--- config.mk ---
export PLATFORM = sky130hd
export DESIGN_NAME = ovs_flag_gen
export DESIGN_NICKNAME = d
export VERILOG_FILES = /design/src/rtl/ovs_pkg.sv /design/src/rtl/ovs_range_det.sv /design/src/rtl/ovs_pair_track.sv /design/src/rtl/ovs_hold_timer.sv /design/src/rtl/ovs_chan.sv /design/src/rtl/ovs_flag_gen.sv
export SDC_FILE = /design/constraint.sdc
export NUM_CORES = 1
export LEC_CHECK = 0
export BUFFER_PORTS_ARGS = -buffer_cell sky130_fd_sc_hd__buf_2
export CAP_MARGIN = 20
export CORE_MARGIN = 10
export CORE_UTILIZATION = 30
export CTS_CLUSTER_SIZE = 40
export DETAILED_ROUTE_END_ITERATION = 8
export GPL_TIMING_DRIVEN = 0
export PLACE_DENSITY = 0.49
export SETUP_SLACK_MARGIN = 0.05
export SYNTH_ARGS = -nofsm -noshare
export SYNTH_HDL_FRONTEND = slang
export SYNTH_SLANG_ARGS = --single-unit
--- constraint.sdc ---
create_clock -name clk_i -period 3.5 [get_ports clk_i]
set_clock_uncertainty 0.2 [all_clocks]
set_input_delay 0.7 -clock clk_i [delete_from_list [all_inputs] [get_ports clk_i]]
set_output_delay 0.7 -clock clk_i [all_outputs]
set_load 0.01 [all_outputs]
--- src/rtl/ovs_pkg.sv ---
`timescale 1ns/1ps
package ovs_pkg;
  localparam int unsigned CH_N = 2;
  typedef enum int unsigned {
    CH_LEFT  = 0,
    CH_RIGHT = 1
  } ch_e;
endpackage

--- src/rtl/ovs_range_det.sv ---
`timescale 1ns/1ps
module ovs_range_det #(
  parameter int unsigned SMP_W = 18
) (
  input  logic [SMP_W-1:0] smp_i,
  output logic             over_o
);
  localparam logic [SMP_W-1:0] POS_SAT = {1'b0, {(SMP_W-1){1'b1}}};
  localparam logic [SMP_W-1:0] NEG_SAT = {1'b1, {(SMP_W-1){1'b0}}};

  always_comb over_o = (smp_i == POS_SAT) || (smp_i == NEG_SAT);

  always_comb begin
    if (over_o) a_r1_sat_code_only: assert (smp_i[SMP_W-1] != smp_i[SMP_W-2] || SMP_W < 2);
  end
endmodule

--- src/rtl/ovs_pair_track.sv ---
`timescale 1ns/1ps
module ovs_pair_track (
  input  logic clk_i,
  input  logic rst_ni,
  input  logic pd_i,
  input  logic vld_i,
  input  logic over_i,
  output logic trig_o
);
  logic prev_q;

  always_ff @(posedge clk_i or negedge rst_ni) begin
    if (!rst_ni)    prev_q <= 1'b0;
    else if (pd_i)  prev_q <= 1'b0;
    else if (vld_i) prev_q <= over_i;
  end

  always_comb trig_o = vld_i & over_i & prev_q & ~pd_i;

  a_r3_in_range_breaks: assert property (@(posedge clk_i) disable iff (!rst_ni)
    (vld_i && !over_i && !pd_i) |=> !trig_o);
  a_r7_pd_breaks: assert property (@(posedge clk_i) disable iff (!rst_ni)
    pd_i |=> !trig_o);
endmodule

--- src/rtl/ovs_hold_timer.sv ---
`timescale 1ns/1ps
module ovs_hold_timer #(
  parameter int unsigned HOLD_FRAMES = 4096
) (
  input  logic clk_i,
  input  logic rst_ni,
  input  logic pd_i,
  input  logic set_i,
  input  logic tick_i,
  output logic flag_o
);
  localparam int unsigned CW = $clog2(HOLD_FRAMES + 1);
  localparam logic [CW-1:0] CNT_FULL = CW'(HOLD_FRAMES);
  localparam logic [CW-1:0] CNT_ONE  = CW'(1);

  logic [CW-1:0] cnt_q;
  logic          flag_q;

  always_ff @(posedge clk_i or negedge rst_ni) begin
    if (!rst_ni) begin
      flag_q <= 1'b0;
      cnt_q  <= '0;
    end else if (pd_i) begin
      flag_q <= 1'b0;
      cnt_q  <= '0;
    end else if (set_i) begin
      flag_q <= 1'b1;
      cnt_q  <= CNT_FULL;
    end else if (tick_i && flag_q) begin
      if (cnt_q == CNT_ONE) begin
        flag_q <= 1'b0;
        cnt_q  <= '0;
      end else begin
        cnt_q  <= cnt_q - CNT_ONE;
      end
    end
  end

  always_comb flag_o = flag_q;

  a_r7_pd_clears: assert property (@(posedge clk_i) disable iff (!rst_ni)
    pd_i |=> !flag_q);
  a_r4_ends_on_tick: assert property (@(posedge clk_i) disable iff (!rst_ni)
    $fell(flag_q) |-> ($past(pd_i) || $past(tick_i && cnt_q == CNT_ONE)));
  a_r4_cnt_range: assert property (@(posedge clk_i) disable iff (!rst_ni)
    flag_q |-> (cnt_q != '0 && cnt_q <= CNT_FULL));
  a_r5_reload: assert property (@(posedge clk_i) disable iff (!rst_ni)
    (set_i && !pd_i) |=> (flag_q && cnt_q == CNT_FULL));
endmodule

--- src/rtl/ovs_chan.sv ---
`timescale 1ns/1ps
module ovs_chan #(
  parameter int unsigned SMP_W       = 18,
  parameter int unsigned HOLD_FRAMES = 4096
) (
  input  logic             clk_i,
  input  logic             rst_ni,
  input  logic             pd_i,
  input  logic             tick_i,
  input  logic [SMP_W-1:0] smp_i,
  input  logic             vld_i,
  output logic             flag_o
);
  logic over;
  logic trig;

  ovs_range_det #(.SMP_W(SMP_W)) i_det (
    .smp_i  (smp_i),
    .over_o (over)
  );

  ovs_pair_track i_pair (
    .clk_i  (clk_i),
    .rst_ni (rst_ni),
    .pd_i   (pd_i),
    .vld_i  (vld_i),
    .over_i (over),
    .trig_o (trig)
  );

  ovs_hold_timer #(.HOLD_FRAMES(HOLD_FRAMES)) i_hold (
    .clk_i  (clk_i),
    .rst_ni (rst_ni),
    .pd_i   (pd_i),
    .set_i  (trig),
    .tick_i (tick_i),
    .flag_o (flag_o)
  );

  a_r2_rise_needs_over: assert property (@(posedge clk_i) disable iff (!rst_ni)
    $rose(flag_o) |-> $past(vld_i && over && !pd_i));
endmodule

--- src/rtl/ovs_flag_gen.sv ---
`timescale 1ns/1ps
module ovs_flag_gen
  import ovs_pkg::*;
#(
  parameter int unsigned SMP_W       = 18,
  parameter int unsigned HOLD_FRAMES = 4096
) (
  input  logic             clk_i,
  input  logic             rst_ni,
  input  logic             pd_i,
  input  logic             frame_tick_i,
  input  logic [SMP_W-1:0] smp_l_i,
  input  logic             smp_l_vld_i,
  input  logic [SMP_W-1:0] smp_r_i,
  input  logic             smp_r_vld_i,
  output logic             ovf_l_o,
  output logic             ovf_r_o
);
  logic [SMP_W-1:0] smp_a  [CH_N];
  logic             vld_a  [CH_N];
  logic             flag_a [CH_N];

  always_comb begin
    smp_a[CH_LEFT]  = smp_l_i;
    smp_a[CH_RIGHT] = smp_r_i;
    vld_a[CH_LEFT]  = smp_l_vld_i;
    vld_a[CH_RIGHT] = smp_r_vld_i;
  end

  for (genvar ch = 0; ch < CH_N; ch++) begin : g_ch
    ovs_chan #(
      .SMP_W       (SMP_W),
      .HOLD_FRAMES (HOLD_FRAMES)
    ) i_chan (
      .clk_i  (clk_i),
      .rst_ni (rst_ni),
      .pd_i   (pd_i),
      .tick_i (frame_tick_i),
      .smp_i  (smp_a[ch]),
      .vld_i  (vld_a[ch]),
      .flag_o (flag_a[ch])
    );
  end

  // power-down masks the flags without waiting for an edge
  always_comb begin
    ovf_l_o = flag_a[CH_LEFT]  & ~pd_i;
    ovf_r_o = flag_a[CH_RIGHT] & ~pd_i;
  end

  a_r8_reset_low: assert property (@(posedge clk_i)
    !rst_ni |=> (!ovf_l_o && !ovf_r_o) || $past(rst_ni) || rst_ni);
endmodule

==> results of run 1 <==
## cells in the mapped netlist, types with 3 or more instances
master | n | area [um^2]
nor2_1 | 18 | 67.6
or3_1 | 3 | 18.8
nand4b_1 | 3 | 26.3
nand4_1 | 11 | 68.8
nor3_1 | 14 | 70.1
nand3_1 | 7 | 35.0
a22oi_1 | 5 | 37.5
dfrtp_1 | 30 | 751
inv_1 | 7 | 26.3
ha_1 | 4 | 50.1
a21oi_1 | 19 | 95.1
a211oi_1 | 8 | 60.1
nor4_1 | 9 | 56.3
o21ai_0 | 15 | 75.1
nor2b_1 | 4 | 25.0
mux2i_1 | 4 | 40.0
o31ai_1 | 4 | 30.0
or4_1 | 6 | 45.0
nand2_1 | 18 | 67.6
## through the flow
| step | hold slack, ns | area, um^2 | worst slack, ns | cells |
|---|---|---|---|---|
| floorplan | 0.204 | 2000 | 1.22 | 228 |
| global placement | 0.338 | 2310 | 0.870 | 347 |
| detailed placement | 0.348 | 2310 | 0.899 | 347 |
| CTS | 0.283 | 2400 | 0.933 | 355 |
| global route | 0.315 | 2400 | 0.589 | 355 |
| finish | 0.247 | 2400 | 0.921 | 355 |
## routing by layer
layer | share of wire, % | global-route usage (%)
met5 | 0 | 0
met4 | 1.7 | 5.28
met3 | 5.8 | 3.34
met2 | 40 | 15.8
met1 | 53 | 14.0
## critical path, cell delays in order (launching register included)
cell	delay [ns]
dfrtp_1	0.43
inv_1	0.10
ha_1	0.16
nor4b_1	0.82
nand3_1	0.37
o21ai_0	0.28
a21oi_1	0.09
## worst paths after layout
path                                                       startpoint                                          end  depth (start not counted)
setup / recovery           g_ch[0].i_chan.i_hold.cnt_q[1]$_DFFE_PN0P_     g_ch[0].i_chan.i_hold.flag_o$_DFFE_PN0P_                          6
hold / removal                                                 rst_ni  g_ch[1].i_chan.i_hold.cnt_q[11]$_DFFE_PN0P_                          1
setup reg to reg           g_ch[0].i_chan.i_hold.cnt_q[1]$_DFFE_PN0P_     g_ch[0].i_chan.i_hold.flag_o$_DFFE_PN0P_                          6
hold reg to reg              g_ch[0].i_chan.i_pair.prev_q$_DFFE_PN0P_     g_ch[0].i_chan.i_pair.prev_q$_DFFE_PN0P_                          2
max in group asynchronous                                      rst_ni  g_ch[0].i_chan.i_hold.cnt_q[11]$_DFFE_PN0P_                          1
min in group clk_i           g_ch[0].i_chan.i_pair.prev_q$_DFFE_PN0P_     g_ch[0].i_chan.i_pair.prev_q$_DFFE_PN0P_                          2
## area by class of cell
cell class	instances	share of cell area, %
multi-input combinational	184	49.1
timing repair buffer	42	8.75
buffer	7	1.98
clock inverter	1	0.208
clock buffer	7	3.59
tap	77	4.01
inverter	7	1.09
sequential	30	31.3
## cells by family after synthesis
| kind of cell | count (synthesis) |
|---|---|
| adders and majority gates | 4 |
| buffers and inverters | 14 |
| and+or+nand+nor | 114 |
| xor gates and xnor gates | 2 |
| DFF | 30 |
| AOI/OAI and AO/OA | 60 |
| muxes | 4 |
## registers in the layout (all words and copies together) (netlist names)
name / flops
g_ch.i_chan.i_hold.cnt_q: 26
g_ch.i_chan.i_hold.flag_o: 2
g_ch.i_chan.i_pair.prev_q: 2
## cell usage in the layout, fill, tap and decap left out, types with 2 or more instances in the layout
cell	instances
nor4_1	9
and3_1	2
buf_2	44
nor3_1	14
nand3_1	7
nand4b_1	3
ha_1	4
or4_1	6
a211oi_1	8
nor4_2	2
nand4_1	11
nor4_4	2
mux2i_1	4
nor2b_1	4
buf_6	2
or3_1	3
inv_1	7
xnor2_1	2
o41ai_1	2
clkbuf_8	6
o31ai_1	4
clkbuf_1	3
dfrtp_1	30
a21oi_1	19
nand2_1	18
o21ai_0	15
nor4b_1	2
a22oi_1	5
nor2_1	18
## power groups by stage
stage	Combinational [mW]	Sequential, mW	Clock (mW)
global placement	0.0528	0.355	0
floorplan	0.0150	0.355	0
global route	0.0605	0.348	0.319
detailed placement	0.0536	0.355	0
CTS	0.0536	0.348	0.304
finish	0.0523	0.348	0.290
==> results.md, run 1 <==
- Filler instances: 646
- Port bufs: 42
- Die Width: 102 um
- Worst slew pin tran: 1.01 ns
- DRT Pass-1 Iters: 4
- Power Internal: 0.529 mW
- CP Class: reg -> reg
- Core Area: 6420 um^2
- Final min period: 2.58 ns
- DRC Markers: 0
- Syn_nets: 274
- Post-Syn Area: 2000 um^2
- GRT overflow: 0
- I/O pins: 44
- Final Hold Fails: 0
- Fin Setup TNS: 0 ns
- Worst Hold Class: in -> async
- Area Growth Syn to Fin: 19.9%
- Crit. End Element: register
- Routed vias/inst: 5.41
- Share of layout cells above drive strength 1: 22.7%
- Ant. Diodes: 0
- Startpoint Class: register
- First-pass GRT wire length: 9140 um
- CTS max path bufs: 2
- Simple-Gate Fraction of Synth Area: 34.6%
- Post-Synth XOR/XNOR Area: 0.874%
- Final setup fails: 0
- Max Slew Vio Count: 0
- DR WL/cell: 14.9 um
- Final Cycle Share: 73.7%
- Mux cell area share after synthesis: 2.00%
- Max-cap viol count: 0
- TritonCTS Buffers: 5
- Post_cts resized: 0
- Clock share of power: 42.0%
- H-tree depth: 2
- NetSw: 0.162 mW
- Switching share of power: 23.4%
- Combinational power share: 7.6%
- # hold bufs at CTS: 0
- Die height: 102 um
- Power Dens Cells: 288 nW/um^2
- # clock sinks: 30
- CTS tree: yes
- GRT Total Usage: 10.8%
- Synth Register Bits: 30
- Post-synth EDFFs: 0
- Worst EP required: 3.45 ns
- Vias in the first global route: 2083
- CTS Root Cell: clkbuf_8
- Synth warn: 0
- Register Area: 751 um^2
- Antenna-violating nets left: 0
- Register area share after synthesis: 37.5%
- Core Rows: 29
- Net count, final: 323
- Pleak: 1.01 nW
- Clk_lat worst skew: 0.28 ns
- Synth cell types: 49
- CP Max Fanout: 7
- Util after Layout: 37.4%
- Post-synthesis compound-gate area fraction: 18.9%
- RD Place Congestion: 0.786
- Top_reg_cell synth: dfrtp_1
- Starting density of the core: 31.2%
- DP HPWL: 4110 um
- Die ar.: 10400 um^2
- Clk slew on worst S/H paths: 0.07 ns
- Post CTS Setup Buffer Count: 0
- Synth async-reset ratio: 100%
- Status: completed
- Initial DRC Count: 67
- Worst EP arrival: 2.53 ns
- WL final: 5280 um
- Vias: 1921
- Max transition margin: 31.9%
- Post-Synthesis Cells: 228
- Peak VDD IR: 0.106 mV
- RSZ-0062 raised after global routing: false
- Initial antenna violation count: 0
- Post-Synth Adder-Cell Area: 2.50%
- Area occupied by multi-input gates: 1180 um^2
- Max Fclk: 388 MHz
- Seq pwr share: 50.4%
- Largest net degree at the start of global routing: 31
- Synthesized area per cell: 8.79 um^2
- Main combinational cell family by area after synthesis: simple AND/OR/NAND/NOR gates
- R2r setup slk: 0.92 ns
- Total Power: 0.691 mW
(Power assumes the default switching activity.)
==> run 2, diff against run 1 <==
==> constraint.sdc (replaced) <==
create_clock -name clk_i -period 2.55 [get_ports clk_i]
set_clock_uncertainty 0.2 [all_clocks]
set_input_delay 0.51 -clock clk_i [delete_from_list [all_inputs] [get_ports clk_i]]
set_output_delay 0.51 -clock clk_i [all_outputs]
set_load 0.01 [all_outputs]
==> results.md, run 2 (synthesized netlist as in run 1, its figures left out) <==
- Startpoint Class: register
- Starting density of the core: 31.2% (unchanged)
- WL final: 5320 um (+0.68%)
- CTS tree: yes
- Max transition margin: 46.6% (+15 points)
- Final Cycle Share: 86.9% (+13 points)
- RD Place Congestion: 0.786 (unchanged)
- Share of layout cells above drive strength 1: 23.4% (+0.72 points)
- GRT Total Usage: 10.8% (+0.070 points)
- Final setup fails: 0 (unchanged)
- Area occupied by multi-input gates: 1190 um^2 (+0.95%)
- Delay-heaviest family, CP: simple AND/OR/NAND/NOR gates
- Slowest cell on the critical path: or4_1
- Routed vias/inst: 5.46 (+0.88%)
- Most Crowded Layer GR: met2
- Slowest Stage Delay on Critical Path: 0.53 ns (-0.29 ns)
- Die height: 102 um (unchanged)
- First-pass GRT wire length: 9200 um (+0.68%)
- Peak VDD IR: 0.145 mV (+37%)
- # clock sinks: 30 (unchanged)
- Crit. End Element: register
- Grt met1 use: 14.2% (+0.20 points)
- Worst EP required: 2.55 ns (-0.90 ns)
- Status: completed
- Ant. Diodes: 0 (unchanged)
- DRC Markers: 0 (unchanged)
- Final Hold Fails: 0 (unchanged)
- Core Rows: 29 (unchanged)
- Port bufs: 42 (unchanged)
- Top reg by flops: g_ch.i_chan.i_hold.cnt_q
- Met3 Use GR: 3.34% (unchanged)
- Commonest non-fill, non-tap cells in the layout: 44 x buf_2, 30 x dfrtp_1, 19 x a21oi_1
- CTS max path bufs: 2 (unchanged)
- Die Width: 102 um (unchanged)
- H-tree depth: 2 (unchanged)
- CP Class: reg -> reg
- Worst EP arrival: 2.22 ns (-0.31 ns)
- Worst slew pin tran: 0.794 ns (-0.213 ns)
- CTS Root Cell: clkbuf_8
- Max Fclk: 451 MHz (+16%)
- Clk slew on worst S/H paths: 0.07 ns (about the same)
- DP HPWL: 4110 um (unchanged)
- DR WL/cell: 15.0 um (+0.68%)
- Initial antenna violation count: 0 (unchanged)
- M2 GR Usage: 15.8% (unchanged)
- Total Power: 0.948 mW (+37%)
- Net count, final: 323 (unchanged)
- Register Area: 751 um^2 (unchanged)
- TritonCTS Buffers: 5 (unchanged)
- Area Growth Syn to Fin: 20.4%
- Power Dens Cells: 393 nW/um^2 (+37%)
- Core Area: 6420 um^2 (unchanged)
- Vias in the first global route: 2084 (+0.048%)
- Crit-path cells: inv_1 -> ha_1 -> nor3b_2 -> nand2_1 -> or4_1 -> a21oi_1
- Die ar.: 10400 um^2 (unchanged)
- Final min period: 2.22 ns (-0.362 ns)
- Worst Hold Class: in -> async
- Filler instances: 645 (-0.15%)
- Worst path bufs/invs: 1 (unchanged)
- Clk_lat worst skew: 0.28 ns (about the same)
- Pleak: 1.02 nW (+0.48%)
- Util after Layout: 37.6% (+0.18 points)
- Max reg flops: 26 (unchanged)
- RSZ-0062 raised after global routing: false
- Initial DRC Count: 63 (-6.0%)
- Largest net degree at the start of global routing: 31 (unchanged)
- I/O pins: 44 (unchanged)
- DRT Pass-1 Iters: 4 (unchanged)
- Commonest non-fill, non-tap cell in the layout: buf_2
- GRT overflow: 0 (unchanged)
- Max-cap viol count: 0 (unchanged)
- Antenna-violating nets left: 0 (unchanged)
- Vias: 1938 (+0.88%)
- CP Max Fanout: 5 (-2)
- Max Slew Vio Count: 0 (unchanged)
[run 2: final cells by class]
type / count / area share [%]
plain buffers: 7 / 1.97
well taps: 77 / 3.99
flip-flops and latches: 30 / 31.1
clock buffers: 7 / 3.58
clock inverters: 1 / 0.207
repair buffers: 42 / 8.71
multi-input cells: 184 / 49.4
inverters: 7 / 1.09
[run 2: where the power goes]
group	leakage, nW	internal (mW)	total, mW	switching (mW)
Sequential	0.418	0.477	0.478	0.000871
Clock	0.0482	0.217	0.398	0.180
Combinational	0.549	0.0314	0.0718	0.0404
Total	1.02	0.726	0.948	0.222
[run 2: path summary, 6_finish.rpt]
check | start | to | slack [ns] | cells after the start
max | g_ch[0].i_chan.i_hold.cnt_q[0]$_DFFE_PN0P_ | g_ch[0].i_chan.i_hold.cnt_q[10]$_DFFE_PN0P_ | 0.33 | 6
min reg2reg | g_ch[0].i_chan.i_pair.prev_q$_DFFE_PN0P_ | g_ch[0].i_chan.i_pair.prev_q$_DFFE_PN0P_ | 0.36 | 2
max in group asynchronous | rst_ni | g_ch[0].i_chan.i_hold.cnt_q[11]$_DFFE_PN0P_ | 1.62 | 1
max reg2reg | g_ch[0].i_chan.i_hold.cnt_q[0]$_DFFE_PN0P_ | g_ch[0].i_chan.i_hold.cnt_q[10]$_DFFE_PN0P_ | 0.33 | 6
min in group clk_i | smp_l_vld_i | g_ch[0].i_chan.i_pair.prev_q$_DFFE_PN0P_ | 0.23 | 2
min | rst_ni | g_ch[1].i_chan.i_hold.cnt_q[11]$_DFFE_PN0P_ | 0.06 | 1
[run 2: worst reg2reg max path: stages, from the launching register on]
cell and delay (ns):
dfrtp_1 0.45, inv_1 0.10, ha_1 0.16, nor3b_2 0.33
nand2_1 0.20, or4_1 0.53, a21oi_1 0.16
[run 2: repair_timing]
action / CTS / global route
hold buffers: 0 / 0
gates cloned: 0 / 0
setup endpoints to repair: 3 / 1
setup buffers: 0 / 0
gates resized for setup: 1 / 1
[run 2: metrics by stage]
stage	hold WS (ns)	cell area, um^2	setup WS (ns)	cells	setup TNS (ns)
2_1_floorplan	0.0144	2000	0.441	228	0
3_3_place_gp	0.338	2310	-0.0795	347	-0.123
3_5_place_dp	0.348	2310	0.0251	347	0
4_1_cts	0.0929	2410	0.0531	355	0
5_1_grt	0.125	2410	0.157	355	0
6_report	0.0570	2410	0.333	355	0
[run 2: layer usage]
| layer | vias up | share of wire [%] |
|---|---|---|
| li1 | 987 | - |
| met2 | 59 | 40 |
| met5 | - | 0 |
| met1 | 887 | 52 |
| met3 | 5 | 6.3 |
| met4 | 0 | 1.7 |
==> run 3, diff against run 2 <==
--- a/config.mk
+++ b/config.mk
@@ -8,11 +8,12 @@
 export BUFFER_PORTS_ARGS = -buffer_cell sky130_fd_sc_hd__buf_2
 export CAP_MARGIN = 20
 export CORE_MARGIN = 10
-export CORE_UTILIZATION = 30
+export CORE_UTILIZATION = 44
 export CTS_CLUSTER_SIZE = 40
 export DETAILED_ROUTE_END_ITERATION = 8
 export GPL_TIMING_DRIVEN = 0
-export PLACE_DENSITY = 0.49
+export HOLD_SLACK_MARGIN = 0.03
+export PLACE_DENSITY = 0.67
 export SETUP_SLACK_MARGIN = 0.05
 export SYNTH_ARGS = -nofsm -noshare
 export SYNTH_HDL_FRONTEND = slang
==> constraint.sdc (replaced) <==
create_clock -name clk_i -period 2.55 [get_ports clk_i]
set_clock_uncertainty 0.2 [all_clocks]
set_input_delay 0.51 -clock clk_i [delete_from_list [all_inputs] [get_ports clk_i]]
set_output_delay 0.51 -clock clk_i [all_outputs]
set_load 0.02 [all_outputs]
==> results.md, run 3 (synthesized netlist as in run 1, its figures left out) <==
- Status: completed
- Port bufs: 42 (unchanged)
- CTS max path bufs: 2 (unchanged)
- Max transition margin: 43.8% (-2.8 points)
- Initial DRC Count: 183 (+190%)
- Hold Worst Slack: 0.0618 ns (+0.00471 ns)
- Worst Hold Class: in -> async
- TritonCTS Buffers: 5 (unchanged)
- Antenna-violating nets left: 0 (unchanged)
- Met3 Use GR: 3.65% (+0.32 points)
- Commonest non-fill, non-tap cell in the layout: buf_2
- DRT Pass-1 Iters: 4 (unchanged)
- Ant. Diodes: 0 (unchanged)
- Commonest non-fill, non-tap cells in the layout: 44 x buf_2, 30 x dfrtp_1, 19 x a21oi_1
- Slowest Stage Delay on Critical Path: 0.53 ns (about the same)
- Total Power: 0.904 mW (-4.6%)
- Reg2Reg Depth: 4 (-2)
- Max Fclk: 449 MHz (-0.42%)
- Register Area: 751 um^2 (unchanged)
- DP HPWL: 3780 um (-8.0%)
- RD Place Congestion: 0.849 (+8.0%)
- Crit-path cells: nor4_4 -> nand4_2 -> or4b_1 -> a211oi_2
- Worst EP required: 2.54 ns (about the same)
- Vias: 1947 (+0.46%)
- Core Area: 4380 um^2 (-32%)
- Area occupied by multi-input gates: 1190 um^2 (unchanged)
- Startpoint Class: register
- Reg2Reg Capture Point: g_ch[1].i_chan.i_hold.cnt_q[8]$_DFFE_PN0P_
- DRC Markers: 0 (unchanged)
- Delay-heaviest family, CP: simple AND/OR/NAND/NOR gates
- M2 GR Usage: 19.0% (+3.2 points)
- Worst Setup SP: g_ch[1].i_chan.i_hold.cnt_q[3]$_DFFE_PN0P_
- Routed vias/inst: 5.92 (+8.4%)
- CTS tree: yes
- First-pass GRT wire length: 8680 um (-5.6%)
- Clk slew on worst S/H paths: 0.06 ns (about the same)
- Worst slew pin tran: 0.835 ns (+0.0411 ns)
- Clock share of power: 39.2% (-2.8 points)
- R2R Path Start: g_ch[1].i_chan.i_hold.cnt_q[3]$_DFFE_PN0P_
- Crit. End Element: register
- Die Width: 87.5 um (-14%)
- Switching share of power: 23.0% (-0.39 points)
- Share of layout cells above drive strength 1: 22.7% (-0.64 points)
- Starting density of the core: 45.7% (+15 points)
- Net count, final: 323 (unchanged)
- Most Crowded Layer GR: met1
- Final Cycle Share: 87.3% (+0.37 points)
- R2r setup slk: 0.32 ns (about the same)
- Fin Setup TNS: 0 ns (unchanged)
- Final Hold Fails: 0 (unchanged)
- Die ar.: 7660 um^2 (-26%)
- I/O pins: 44 (unchanged)
- Power Internal: 0.696 mW (-4.1%)
- Pleak: 1.01 nW (-0.98%)
- Max-cap viol count: 0 (unchanged)
- CTS Root Cell: clkbuf_8
- Core Rows: 24 (-17%)
- H-tree depth: 2 (unchanged)
- Filler instances: 387 (-40%)
- Power Dens Cells: 382 nW/um^2 (-2.7%)
- Final min period: 2.23 ns (+0.00940 ns)
- Die height: 87.5 um (-14%)
- Max reg flops: 26 (unchanged)
- Largest net degree at the start of global routing: 31 (unchanged)
- Util after Layout: 54.0% (+16 points)
- Initial antenna violation count: 0 (unchanged)
- Slowest cell on the critical path: or4b_1
- CP Max Fanout: 7 (+2)
- Worst EP arrival: 2.22 ns (about the same)
- Max Slew Vio Count: 0 (unchanged)
- Seq pwr share: 52.9% (+2.4 points)
- NetSw: 0.208 mW (-6.2%)
- Clk_lat worst skew: 0.28 ns (about the same)
- Post CTS Setup Buffer Count: 0 (unchanged)
- RSZ-0062 raised after global routing: false
- Area Growth Syn to Fin: 18.1%
- Worst path bufs/invs: 0 (-1)
- GRT Total Usage: 13.6% (+2.8 points)
- # clock sinks: 30 (unchanged)
- Top reg by flops: g_ch.i_chan.i_hold.cnt_q
- CP Class: reg -> reg
- WL final: 4880 um (-8.3%)
- DR WL/cell: 14.8 um (-1.1%)
- GRT overflow: 0 (unchanged)
- # hold bufs at CTS: 0 (unchanged)
- Combinational power share: 7.9% (+0.3 points)
- Peak VDD IR: 0.210 mV (+45%)
- Final setup fails: 0 (unchanged)
- Post_cts resized: 0 (-1)
- Grt met1 use: 19.6% (+5.4 points)
- Vias in the first global route: 1974 (-5.3%)
-- run 3: cell types whose count changed in the layout (fill, tap and decap cells not counted), sizes merged --
cell,before,now
clkinv,1,0
-- run 3: worst max path at each step --
stage	slack, ns	cells past startpoint	to
finish	0.32	4	g_ch[1].i_chan.i_hold.cnt_q[8]$_DFFE_PN0P_
detailed placement	0.08	6	g_ch[0].i_chan.i_hold.flag_o$_DFFE_PN0P_
floorplan	0.44	6	g_ch[0].i_chan.i_hold.cnt_q[10]$_DFFE_PN0P_
CTS	0.06	6	g_ch[0].i_chan.i_hold.flag_o$_DFFE_PN0P_
global route	0.19	6	g_ch[0].i_chan.i_hold.flag_o$_DFFE_PN0P_
global placement	0.03	6	g_ch[0].i_chan.i_hold.flag_o$_DFFE_PN0P_
-- run 3: worst register-to-register path, cell delays in order (launching register included) --
cell and delay (ns):
dfrtp_1 0.46, nor4_4 0.50, nand4_2 0.23, or4b_1 0.53, a211oi_2 0.22
-- run 3: cell type report --
class / count / area share, %
Inverter: 7 / 1.11
Multi-Input combinational cell: 184 / 50.3
Tap cell: 52 / 2.75
Sequential cell: 30 / 31.7
Buffer: 7 / 2.01
Clock buffer: 7 / 3.22
Timing Repair Buffer: 42 / 8.88
-- run 3: power groups by stage --
stage / clock [mW] / sequential, mW / combinational, mW
after global placement: 0 / 0.487 / 0.0710
after detailed placement: 0 / 0.487 / 0.0727
after floorplan: 0 / 0.487 / 0.0206
after global routing: 0.389 / 0.478 / 0.0822
after CTS: 0.364 / 0.478 / 0.0728
final: 0.355 / 0.479 / 0.0711
-- run 3: metrics by stage --
stage | cell area [um^2] | setup slack (ns) | std cells
final | 2370 | 0.324 | 329
after detailed placement | 2280 | 0.0821 | 322
after global routing | 2370 | 0.187 | 329
after global placement | 2280 | 0.0328 | 322
after floorplan | 2000 | 0.441 | 228
after CTS | 2360 | 0.0597 | 329
-- run 3: metal layers --
metal  share of wire [%]  wire, um
met2                  41      1980
met1                  53      2580
met5                   0         0
met4                 1.3        63
met3                 5.1       249
